$ cat src/rtl/smc_rd_pkg.sv
package smc_rd_pkg;

    localparam int SETUP_CODE_W = 3;
    localparam int PULSE_CODE_W = 7;
    localparam int HOLD_CODE_W  = 3;
    localparam int FLOAT_CODE_W = 4;

    // widest phase: 2*(2^PULSE_CODE_W - 1) + 5 half-cycles
    localparam int PHASE_W = PULSE_CODE_W + 2;
    localparam int FLOAT_W = FLOAT_CODE_W + 1;

    typedef logic [PHASE_W-1:0] phase_cnt_t;
    typedef logic [FLOAT_W-1:0] float_cnt_t;

    typedef enum logic [2:0] {
        ST_IDLE   = 3'd0,
        ST_DRAIN  = 3'd1,
        ST_SETUP  = 3'd2,
        ST_STROBE = 3'd3,
        ST_HOLD   = 3'd4
    } seq_state_t;

    typedef struct packed {
        logic [SETUP_CODE_W-1:0] setup_code;
        phase_cnt_t              setup_hc;
        phase_cnt_t              pulse_hc;
        phase_cnt_t              hold_hc;
        float_cnt_t              float_hc;
        logic                    illegal;
    } bank_timing_t;

    // setup code s -> s + 0.5 bus cycles, code 0 -> none
    function automatic phase_cnt_t setup_halves(input logic [SETUP_CODE_W-1:0] code);
        int n;
        n = (code == '0) ? 0 : (2 * int'(code) + 1);
        return phase_cnt_t'(n);
    endfunction

    // strobe code c -> c + 1.5 bus cycles, plus one bus cycle with standard wait
    function automatic phase_cnt_t pulse_halves(input logic [PULSE_CODE_W-1:0] code,
                                                input logic std_wait);
        int n;
        n = 2 * int'(code) + 3 + (std_wait ? 2 : 0);
        return phase_cnt_t'(n);
    endfunction

    function automatic phase_cnt_t hold_halves(input logic [HOLD_CODE_W-1:0] code);
        return phase_cnt_t'(2 * int'(code));
    endfunction

    function automatic float_cnt_t float_halves(input logic [FLOAT_CODE_W-1:0] code);
        return float_cnt_t'(2 * int'(code));
    endfunction

    // setup left to insert once the pending float time of the previous bank overlaps it
    function automatic phase_cnt_t absorbed_setup(input logic [SETUP_CODE_W-1:0] code,
                                                  input float_cnt_t leftover);
        int twice_s;
        int left;
        twice_s = 2 * int'(code);
        left    = int'(leftover);
        if (code == '0 || left >= twice_s) begin
            return '0;
        end
        return phase_cnt_t'(twice_s + 1 - left);
    endfunction

endpackage

$ cat src/rtl/smc_bank_timing.sv
module smc_bank_timing
    import smc_rd_pkg::*;
#(
    parameter int NUM_BANKS = 4,
    localparam int BANK_W   = (NUM_BANKS > 1) ? $clog2(NUM_BANKS) : 1
) (
    input  logic [NUM_BANKS*SETUP_CODE_W-1:0] cfg_setup_i,
    input  logic [NUM_BANKS*PULSE_CODE_W-1:0] cfg_pulse_i,
    input  logic [NUM_BANKS*HOLD_CODE_W-1:0]  cfg_hold_i,
    input  logic [NUM_BANKS*FLOAT_CODE_W-1:0] cfg_float_i,
    input  logic [NUM_BANKS-1:0]              cfg_wait_i,
    input  logic [BANK_W-1:0]                 sel_i,
    output bank_timing_t                      tim_o
);

    bank_timing_t per_bank [NUM_BANKS];

    for (genvar b = 0; b < NUM_BANKS; b++) begin : g_bank
        logic [SETUP_CODE_W-1:0] s_code;
        logic [PULSE_CODE_W-1:0] p_code;
        logic [HOLD_CODE_W-1:0]  h_code;
        logic [FLOAT_CODE_W-1:0] f_code;

        assign s_code = cfg_setup_i[b*SETUP_CODE_W +: SETUP_CODE_W];
        assign p_code = cfg_pulse_i[b*PULSE_CODE_W +: PULSE_CODE_W];
        assign h_code = cfg_hold_i[b*HOLD_CODE_W +: HOLD_CODE_W];
        assign f_code = cfg_float_i[b*FLOAT_CODE_W +: FLOAT_CODE_W];

        always_comb begin
            per_bank[b].setup_code = s_code;
            per_bank[b].setup_hc   = setup_halves(s_code);
            per_bank[b].pulse_hc   = pulse_halves(p_code, cfg_wait_i[b]);
            per_bank[b].hold_hc    = hold_halves(h_code);
            per_bank[b].float_hc   = float_halves(f_code);
            // setup without hold and without the standard wait is not a usable timing
            per_bank[b].illegal    = (s_code != '0) && (h_code == '0) && !cfg_wait_i[b];
        end
    end

    assign tim_o = per_bank[sel_i];

endmodule

$ cat src/rtl/smc_float_tracker.sv
module smc_float_tracker
    import smc_rd_pkg::*;
#(
    parameter int NUM_BANKS = 4,
    localparam int BANK_W   = (NUM_BANKS > 1) ? $clog2(NUM_BANKS) : 1
) (
    input  logic              clk,
    input  logic              rst_n,
    input  logic              load_i,
    input  logic [BANK_W-1:0] load_bank_i,
    input  float_cnt_t        load_val_i,
    input  logic [BANK_W-1:0] qa_bank_i,
    input  logic [BANK_W-1:0] qb_bank_i,
    output float_cnt_t        qa_cnt_o,
    output float_cnt_t        qb_cnt_o
);

    float_cnt_t cnt_q [NUM_BANKS];

    for (genvar b = 0; b < NUM_BANKS; b++) begin : g_cnt
        logic load_here;
        assign load_here = load_i && (load_bank_i == BANK_W'(b));

        always_ff @(posedge clk or negedge rst_n) begin
            if (!rst_n) begin
                cnt_q[b] <= '0;
            end else if (load_here) begin
                cnt_q[b] <= load_val_i;
            end else if (cnt_q[b] != '0) begin
                cnt_q[b] <= cnt_q[b] - float_cnt_t'(1);
            end
        end

        // float time falls by one per cycle until reloaded
        a_r9_float_countdown: assert property (@(posedge clk) disable iff (!rst_n)
            (!load_here && cnt_q[b] != '0) |=> (cnt_q[b] == $past(cnt_q[b]) - float_cnt_t'(1)));
    end

    assign qa_cnt_o = cnt_q[qa_bank_i];
    assign qb_cnt_o = cnt_q[qb_bank_i];

endmodule

$ cat src/rtl/smc_rd_fsm.sv
module smc_rd_fsm
    import smc_rd_pkg::*;
#(
    parameter int NUM_BANKS = 4,
    parameter int ADDR_W    = 16,
    parameter int DATA_W    = 16,
    localparam int BANK_W   = (NUM_BANKS > 1) ? $clog2(NUM_BANKS) : 1
) (
    input  logic                 clk,
    input  logic                 rst_n,
    input  logic                 req_i,
    input  logic [BANK_W-1:0]    req_bank_i,
    input  logic [ADDR_W-1:0]    req_addr_i,
    input  bank_timing_t         tim_i,
    input  float_cnt_t           own_float_i,
    input  float_cnt_t           prev_float_i,
    input  logic [DATA_W-1:0]    mem_data_i,
    output logic [BANK_W-1:0]    sel_o,
    output logic [BANK_W-1:0]    prev_bank_o,
    output logic                 fin_o,
    output float_cnt_t           fin_float_o,
    output logic                 ready_o,
    output logic [DATA_W-1:0]    rdata_o,
    output logic                 done_o,
    output logic                 err_o,
    output logic [ADDR_W-1:0]    addr_o,
    output logic [NUM_BANKS-1:0] cs_n_o,
    output logic                 rd_n_o
);

    seq_state_t  state_q, state_d;
    phase_cnt_t  cnt_q, cnt_d;
    phase_cnt_t  ins_setup;
    logic [BANK_W-1:0] cur_bank_q, prev_bank_q;
    logic [ADDR_W-1:0] addr_q;
    logic [DATA_W-1:0] rdata_q;
    logic        done_q, err_q;
    logic        accept, refuse, capture, fin;

    // timing and float lookups follow the request while idle, the latched bank otherwise
    assign sel_o       = (state_q == ST_IDLE) ? req_bank_i : cur_bank_q;
    assign prev_bank_o = prev_bank_q;

    // next-state logic
    always_comb begin
        state_d   = state_q;
        cnt_d     = cnt_q;
        accept    = 1'b0;
        refuse    = 1'b0;
        capture   = 1'b0;
        fin       = 1'b0;
        ins_setup = absorbed_setup(tim_i.setup_code, prev_float_i);
        unique case (state_q)
            ST_IDLE: begin
                if (req_i) begin
                    if (tim_i.illegal) begin
                        refuse = 1'b1;
                    end else begin
                        accept = 1'b1;
                        if (own_float_i != '0) begin
                            state_d = ST_DRAIN;
                        end else if (ins_setup != '0) begin
                            state_d = ST_SETUP;
                            cnt_d   = ins_setup;
                        end else begin
                            state_d = ST_STROBE;
                            cnt_d   = tim_i.pulse_hc;
                        end
                    end
                end
            end
            ST_DRAIN: begin
                if (own_float_i == '0) begin
                    if (tim_i.setup_hc != '0) begin
                        state_d = ST_SETUP;
                        cnt_d   = tim_i.setup_hc;
                    end else begin
                        state_d = ST_STROBE;
                        cnt_d   = tim_i.pulse_hc;
                    end
                end
            end
            ST_SETUP: begin
                if (cnt_q == phase_cnt_t'(1)) begin
                    state_d = ST_STROBE;
                    cnt_d   = tim_i.pulse_hc;
                end else begin
                    cnt_d = cnt_q - phase_cnt_t'(1);
                end
            end
            ST_STROBE: begin
                if (cnt_q == phase_cnt_t'(1)) begin
                    capture = 1'b1;
                    if (tim_i.hold_hc != '0) begin
                        state_d = ST_HOLD;
                        cnt_d   = tim_i.hold_hc;
                    end else begin
                        state_d = ST_IDLE;
                        cnt_d   = '0;
                        fin     = 1'b1;
                    end
                end else begin
                    cnt_d = cnt_q - phase_cnt_t'(1);
                end
            end
            ST_HOLD: begin
                if (cnt_q == phase_cnt_t'(1)) begin
                    state_d = ST_IDLE;
                    cnt_d   = '0;
                    fin     = 1'b1;
                end else begin
                    cnt_d = cnt_q - phase_cnt_t'(1);
                end
            end
            default: begin
                state_d = ST_IDLE;
                cnt_d   = '0;
            end
        endcase
    end

    assign fin_o       = fin;
    assign fin_float_o = tim_i.float_hc;

    // state register
    always_ff @(posedge clk or negedge rst_n) begin
        if (!rst_n) begin
            state_q <= ST_IDLE;
            cnt_q   <= '0;
        end else begin
            state_q <= state_d;
            cnt_q   <= cnt_d;
        end
    end

    // registered outputs and access context
    always_ff @(posedge clk or negedge rst_n) begin
        if (!rst_n) begin
            cur_bank_q  <= '0;
            prev_bank_q <= '0;
            addr_q      <= '0;
            rdata_q     <= '0;
            done_q      <= 1'b0;
            err_q       <= 1'b0;
        end else begin
            done_q <= fin;
            err_q  <= refuse;
            if (accept) begin
                cur_bank_q  <= req_bank_i;
                prev_bank_q <= req_bank_i;
                addr_q      <= req_addr_i;
            end
            if (capture) begin
                rdata_q <= mem_data_i;
            end
        end
    end

    // bus-side decode
    always_comb begin
        cs_n_o  = '1;
        rd_n_o  = 1'b1;
        ready_o = (state_q == ST_IDLE);
        unique case (state_q)
            ST_SETUP, ST_HOLD: cs_n_o[cur_bank_q] = 1'b0;
            ST_STROBE: begin
                cs_n_o[cur_bank_q] = 1'b0;
                rd_n_o             = 1'b0;
            end
            default: ;
        endcase
    end

    assign addr_o  = addr_q;
    assign rdata_o = rdata_q;
    assign done_o  = done_q;
    assign err_o   = err_q;

    a_r6_single_select: assert property (@(posedge clk) disable iff (!rst_n)
        $onehot0(~cs_n_o));
    a_r4_strobe_in_select: assert property (@(posedge clk) disable iff (!rst_n)
        !rd_n_o |-> !(&cs_n_o));
    a_r5_done_one_cycle: assert property (@(posedge clk) disable iff (!rst_n)
        done_o |=> !done_o);
    a_r10_refused_idle: assert property (@(posedge clk) disable iff (!rst_n)
        err_o |-> ((&cs_n_o) && ready_o));
    a_r11_addr_held: assert property (@(posedge clk) disable iff (!rst_n)
        !ready_o |=> $stable(addr_o));
    a_r1_idle_released: assert property (@(posedge clk) disable iff (!rst_n)
        ready_o |-> ((&cs_n_o) && rd_n_o));

endmodule

$ cat src/rtl/smc_read_seq.sv
module smc_read_seq
    import smc_rd_pkg::*;
#(
    parameter int NUM_BANKS = 4,
    parameter int ADDR_W    = 16,
    parameter int DATA_W    = 16,
    localparam int BANK_W   = (NUM_BANKS > 1) ? $clog2(NUM_BANKS) : 1
) (
    input  logic                              clk,
    input  logic                              rst_n,
    input  logic [NUM_BANKS*SETUP_CODE_W-1:0] cfg_setup_i,
    input  logic [NUM_BANKS*PULSE_CODE_W-1:0] cfg_pulse_i,
    input  logic [NUM_BANKS*HOLD_CODE_W-1:0]  cfg_hold_i,
    input  logic [NUM_BANKS*FLOAT_CODE_W-1:0] cfg_float_i,
    input  logic [NUM_BANKS-1:0]              cfg_wait_i,
    input  logic                              req_i,
    input  logic [BANK_W-1:0]                 req_bank_i,
    input  logic [ADDR_W-1:0]                 req_addr_i,
    output logic                              req_ready_o,
    output logic [DATA_W-1:0]                 rd_data_o,
    output logic                              rd_done_o,
    output logic                              cfg_err_o,
    output logic [ADDR_W-1:0]                 mem_addr_o,
    output logic [NUM_BANKS-1:0]              mem_cs_n_o,
    output logic                              mem_rd_n_o,
    input  logic [DATA_W-1:0]                 mem_data_i
);

    bank_timing_t      tim;
    logic [BANK_W-1:0] sel_bank, prev_bank;
    float_cnt_t        own_float, prev_float, fin_float;
    logic              fin;

    smc_bank_timing #(.NUM_BANKS(NUM_BANKS)) u_timing (
        .cfg_setup_i (cfg_setup_i),
        .cfg_pulse_i (cfg_pulse_i),
        .cfg_hold_i  (cfg_hold_i),
        .cfg_float_i (cfg_float_i),
        .cfg_wait_i  (cfg_wait_i),
        .sel_i       (sel_bank),
        .tim_o       (tim)
    );

    smc_float_tracker #(.NUM_BANKS(NUM_BANKS)) u_float (
        .clk         (clk),
        .rst_n       (rst_n),
        .load_i      (fin),
        .load_bank_i (sel_bank),
        .load_val_i  (fin_float),
        .qa_bank_i   (sel_bank),
        .qb_bank_i   (prev_bank),
        .qa_cnt_o    (own_float),
        .qb_cnt_o    (prev_float)
    );

    smc_rd_fsm #(
        .NUM_BANKS (NUM_BANKS),
        .ADDR_W    (ADDR_W),
        .DATA_W    (DATA_W)
    ) u_fsm (
        .clk          (clk),
        .rst_n        (rst_n),
        .req_i        (req_i),
        .req_bank_i   (req_bank_i),
        .req_addr_i   (req_addr_i),
        .tim_i        (tim),
        .own_float_i  (own_float),
        .prev_float_i (prev_float),
        .mem_data_i   (mem_data_i),
        .sel_o        (sel_bank),
        .prev_bank_o  (prev_bank),
        .fin_o        (fin),
        .fin_float_o  (fin_float),
        .ready_o      (req_ready_o),
        .rdata_o      (rd_data_o),
        .done_o       (rd_done_o),
        .err_o        (cfg_err_o),
        .addr_o       (mem_addr_o),
        .cs_n_o       (mem_cs_n_o),
        .rd_n_o       (mem_rd_n_o)
    );

endmodule

$ cat config.mk
export PLATFORM = sky130hd
export DESIGN_NAME = smc_read_seq
export DESIGN_NICKNAME = d
export VERILOG_FILES = /design/src/rtl/smc_rd_pkg.sv /design/src/rtl/smc_bank_timing.sv /design/src/rtl/smc_float_tracker.sv /design/src/rtl/smc_rd_fsm.sv /design/src/rtl/smc_read_seq.sv
export SDC_FILE = /design/constraint.sdc
export NUM_CORES = 1
export LEC_CHECK = 0
export BUFFER_PORTS_ARGS = -buffer_cell sky130_fd_sc_hd__buf_2
export CORE_UTILIZATION = 45
export DETAILED_ROUTE_END_ITERATION = 16
export PLACE_DENSITY = 0.7
export SLEW_MARGIN = 15
export SYNTH_ARGS = -nofsm -noshare
export SYNTH_HDL_FRONTEND = slang
export SYNTH_SLANG_ARGS = --single-unit
$ cat constraint.sdc
create_clock -name clk -period 5.3 [get_ports clk]
set_input_delay 0.265 -clock clk [delete_from_list [all_inputs] [get_ports clk]]
set_output_delay 0.265 -clock clk [all_outputs]
set_load 0.005 [all_outputs]
==> impl_metrics.json <==
{
  "wl_per_cell_um": 18.3,
  "worst_pin_slew_ps": 890,
  "die_w_um": 112,
  "drc_errors": 0,
  "cp_max_fo": 14,
  "hold_viol": 0,
  "reg2reg_to": "u_fsm.cnt_q[5]",
  "status": "finished clean",
  "layout_commonest_cell": "buf_2",
  "ys_async_sr_fraction": 1.00,
  "ys_top_cells_by_area": "dfrtp_1 31%, ha_1 6.6%, mux2i_1 5.8%",
  "hold_buffers": 0,
  "r2r_cells": 17,
  "num_antenna_cells": 0,
  "p_leak_nw": 3.21,
  "crit_type": "reg -> reg",
  "placed_area_mm2": 0.00635,
  "design_area_mm2": 0.00670,
  "fin_nets": 871,
  "hpwl_um": 12500,
  "dr.pass1.iters": 5,
  "final_cell_mix": "148 x buf_2, 80 x nand2_1, 68 x dfrtp_1",
  "synth_top_area_share": 0.310,
  "synth_ff_type": "dfrtp_1",
  "via_per_inst": 5.81,
  "syn_avg_cell_area_um2": 9.36,
  "cts_buffer_depth": 2,
  "grt_pass1_vias": 5167,
  "ios": 149,
  "p_sw_mw": 2.18,
  "grt_max_degree": 69,
  "grt_pass1_wl_um": 26000,
  "root_buffer": "clkbuf_16",
  "cts_buffers": 9,
  "syn_area_mm2": 0.00549,
  "fin_crit_ps": 4890,
  "cp-start-kind": "flip-flop",
  "swShare": 0.462,
  "reg2reg_setup_slack_ps": 410,
  "cts.sinks": 68,
  "drt_iter0_drc": 362,
  "cts_max_level": 3,
  "die_area_mm2": 0.0127,
  "areaGrowthSynthToFinish_pct": 21.9,
  "finalWirelength_um": 16100,
  "synth_cell_type_count": 81,
  "skew_ps": 5.58,
  "cts_tree": "done",
  "cp.arrival_ps": 5170,
  "fmax_mhz": 205,
  "port_buffers": 148,
  "insertion_delay_ps": 340,
  "slew_headroom": 0.407,
  "period_share": 0.922,
  "yosysSeqAreaShare": 0.310,
  "worstHoldPathType": "in -> async",
  "cap_violations": 0,
  "start_util": 0.471,
  "maxSlewViolCount": 0,
  "syn_nets": 726,
  "dp_slack_ps": 472,
  "synth_edf_count": 0,
  "setup_violations": 0,
  "internal_power_mw": 2.54,
  "ys_ff_latch": 68,
  "gr-usage-all-layers": 0.265,
  "dr_total_vias": 5111,
  "post-route-util": 0.574,
  "combPwrFrac": 0.627,
  "core_mm2": 0.0117,
  "die_y_um": 112,
  "num_rows": 39,
  "clkTransAtPathRegs_ps": 60,
  "rsz0062_at_grt": "no",
  "syn_inst": 587,
  "vdd_ir_drop_max_mv": 0.365,
  "grt-ovfl-total": 0,
  "p_per_area_mw_per_mm2": 705,
  "drive_gt1_frac": 0.320,
  "ant_nets": 0,
  "regToRegStartpoint": "u_fsm.state_q[1]",
  "post-cts-setup-buffer-count": 0,
  "place_congestion": 0.947,
  "yosysWarnings": 0,
  "p_clk_frac": 0.152,
  "endpoint_kind": "flip-flop",
  "power.share.sequential": 0.221,
  "fin_ws_ps": 412,
  "finalSetupTns_ps": 0,
  "cts-resized-gates": 0,
  "antenna_found_initial": 0,
  "yosys.area.top_type": "dfrtp_1",
  "worstPathRequired_ps": 5580
}
cell usage after synthesis, drive strengths merged (3+ instances only):
master   number
a2111oi       3
a211oi        4
a21oi        17
a31oi         6
a32oi         7
and2          3
and3          5
buf          16
clkbuf        7
dfrtp        68
ha           29
inv          39
mux2         40
mux2i        32
mux4          6
nand2        81
nand3        36
nand4         6
nor2         32
nor2b         5
nor3         27
nor4          5
nor4b         4
o211ai        4
o21a          3
o21ai        24
o221ai        4
o311ai        3
o31ai         3
xnor2        20
xor2         16
registers in the layout, indices dropped and copies added (netlist names):
register	count
u_fsm.rdata_o	16
u_fsm.cnt_q	9
u_float.cnt_q	20
u_fsm.state_q	3
u_fsm.addr_o	16
u_fsm.err_o	1
u_fsm.prev_bank_o	2
u_fsm.done_o	1
per-layer routing:
layer / global-route usage / wire, um / vias to the layer above
met2: 0.418 / 7170 / 247
met4: 0.106 / 378 / 0
li1: - / - / 2411
met1: 0.348 / 7160 / 2421
met5: 0 / 0 / -
met3: 0.0670 / 1410 / 32
metrics by stage:
step           std cells  hold WS, ps  power (mW)
6_report             880          125        4.72
5_1_grt              880          127        5.10
4_1_cts              880          125        4.71
3_5_place_dp         864          480        3.97
3_3_place_gp         864          474        3.91
2_1_floorplan        587        -30.6        3.17
power groups by stage:
stage / logic (mW) / registers, mW / clock network [mW]
final: 2.96 / 1.04 / 0.716
after global routing: 3.27 / 1.08 / 0.745
after CTS: 2.95 / 1.04 / 0.720
after detailed placement: 2.93 / 1.04 / 0
after global placement: 2.88 / 1.03 / 0
after floorplan: 2.22 / 0.955 / 0
kinds of logic after synthesis:
| group | synth area share |
|---|---|
| muxes | 0.169 |
| xor gates and xnor gates | 0.0574 |
| adders and majority gates | 0.0697 |
| and+or+nand+nor | 0.206 |
| buffers and inverters | 0.0512 |
| DFF | 0.310 |
| AOI/OAI and AO/OA | 0.137 |
worst max-delay path: stages, from the launching register on:
cell and delay (ps):
dfrtp_1 590, or4b_4 660, and2_1 180, a32oi_1 340
inv_1 150, ha_1 340, nor2b_1 140, o21ai_0 230
and2_1 210, inv_1 50, ha_1 290, nor2b_1 150
o2111ai_2 190, a2111oi_4 420, and2b_4 260, o22a_1 250
o221ai_1 210, mux2_4 160
layout make-up:
type | instances | area (um^2)
multi-input cells | 457 | 3510
repair buffers | 157 | 808
well taps | 143 | 179
flip-flops and latches | 68 | 1700
clock inverters | 6 | 111
clock buffers | 10 | 239
fillers | 1029 | 4960
inverters | 39 | 146
worst max path at each step:
stage	from	depth (start not counted)	end
after CTS	u_fsm.state_q[1]	17	u_fsm.cnt_q[5]
after global placement	u_fsm.state_q[1]	17	u_fsm.cnt_q[5]
after floorplan	u_fsm.state_q[2]	19	u_fsm.cnt_q[5]
final	u_fsm.state_q[1]	17	u_fsm.cnt_q[5]
after global routing	u_fsm.state_q[2]	17	u_fsm.cnt_q[6]
after detailed placement	u_fsm.state_q[2]	17	u_fsm.cnt_q[5]
Power figures use the tool's default switching activity.
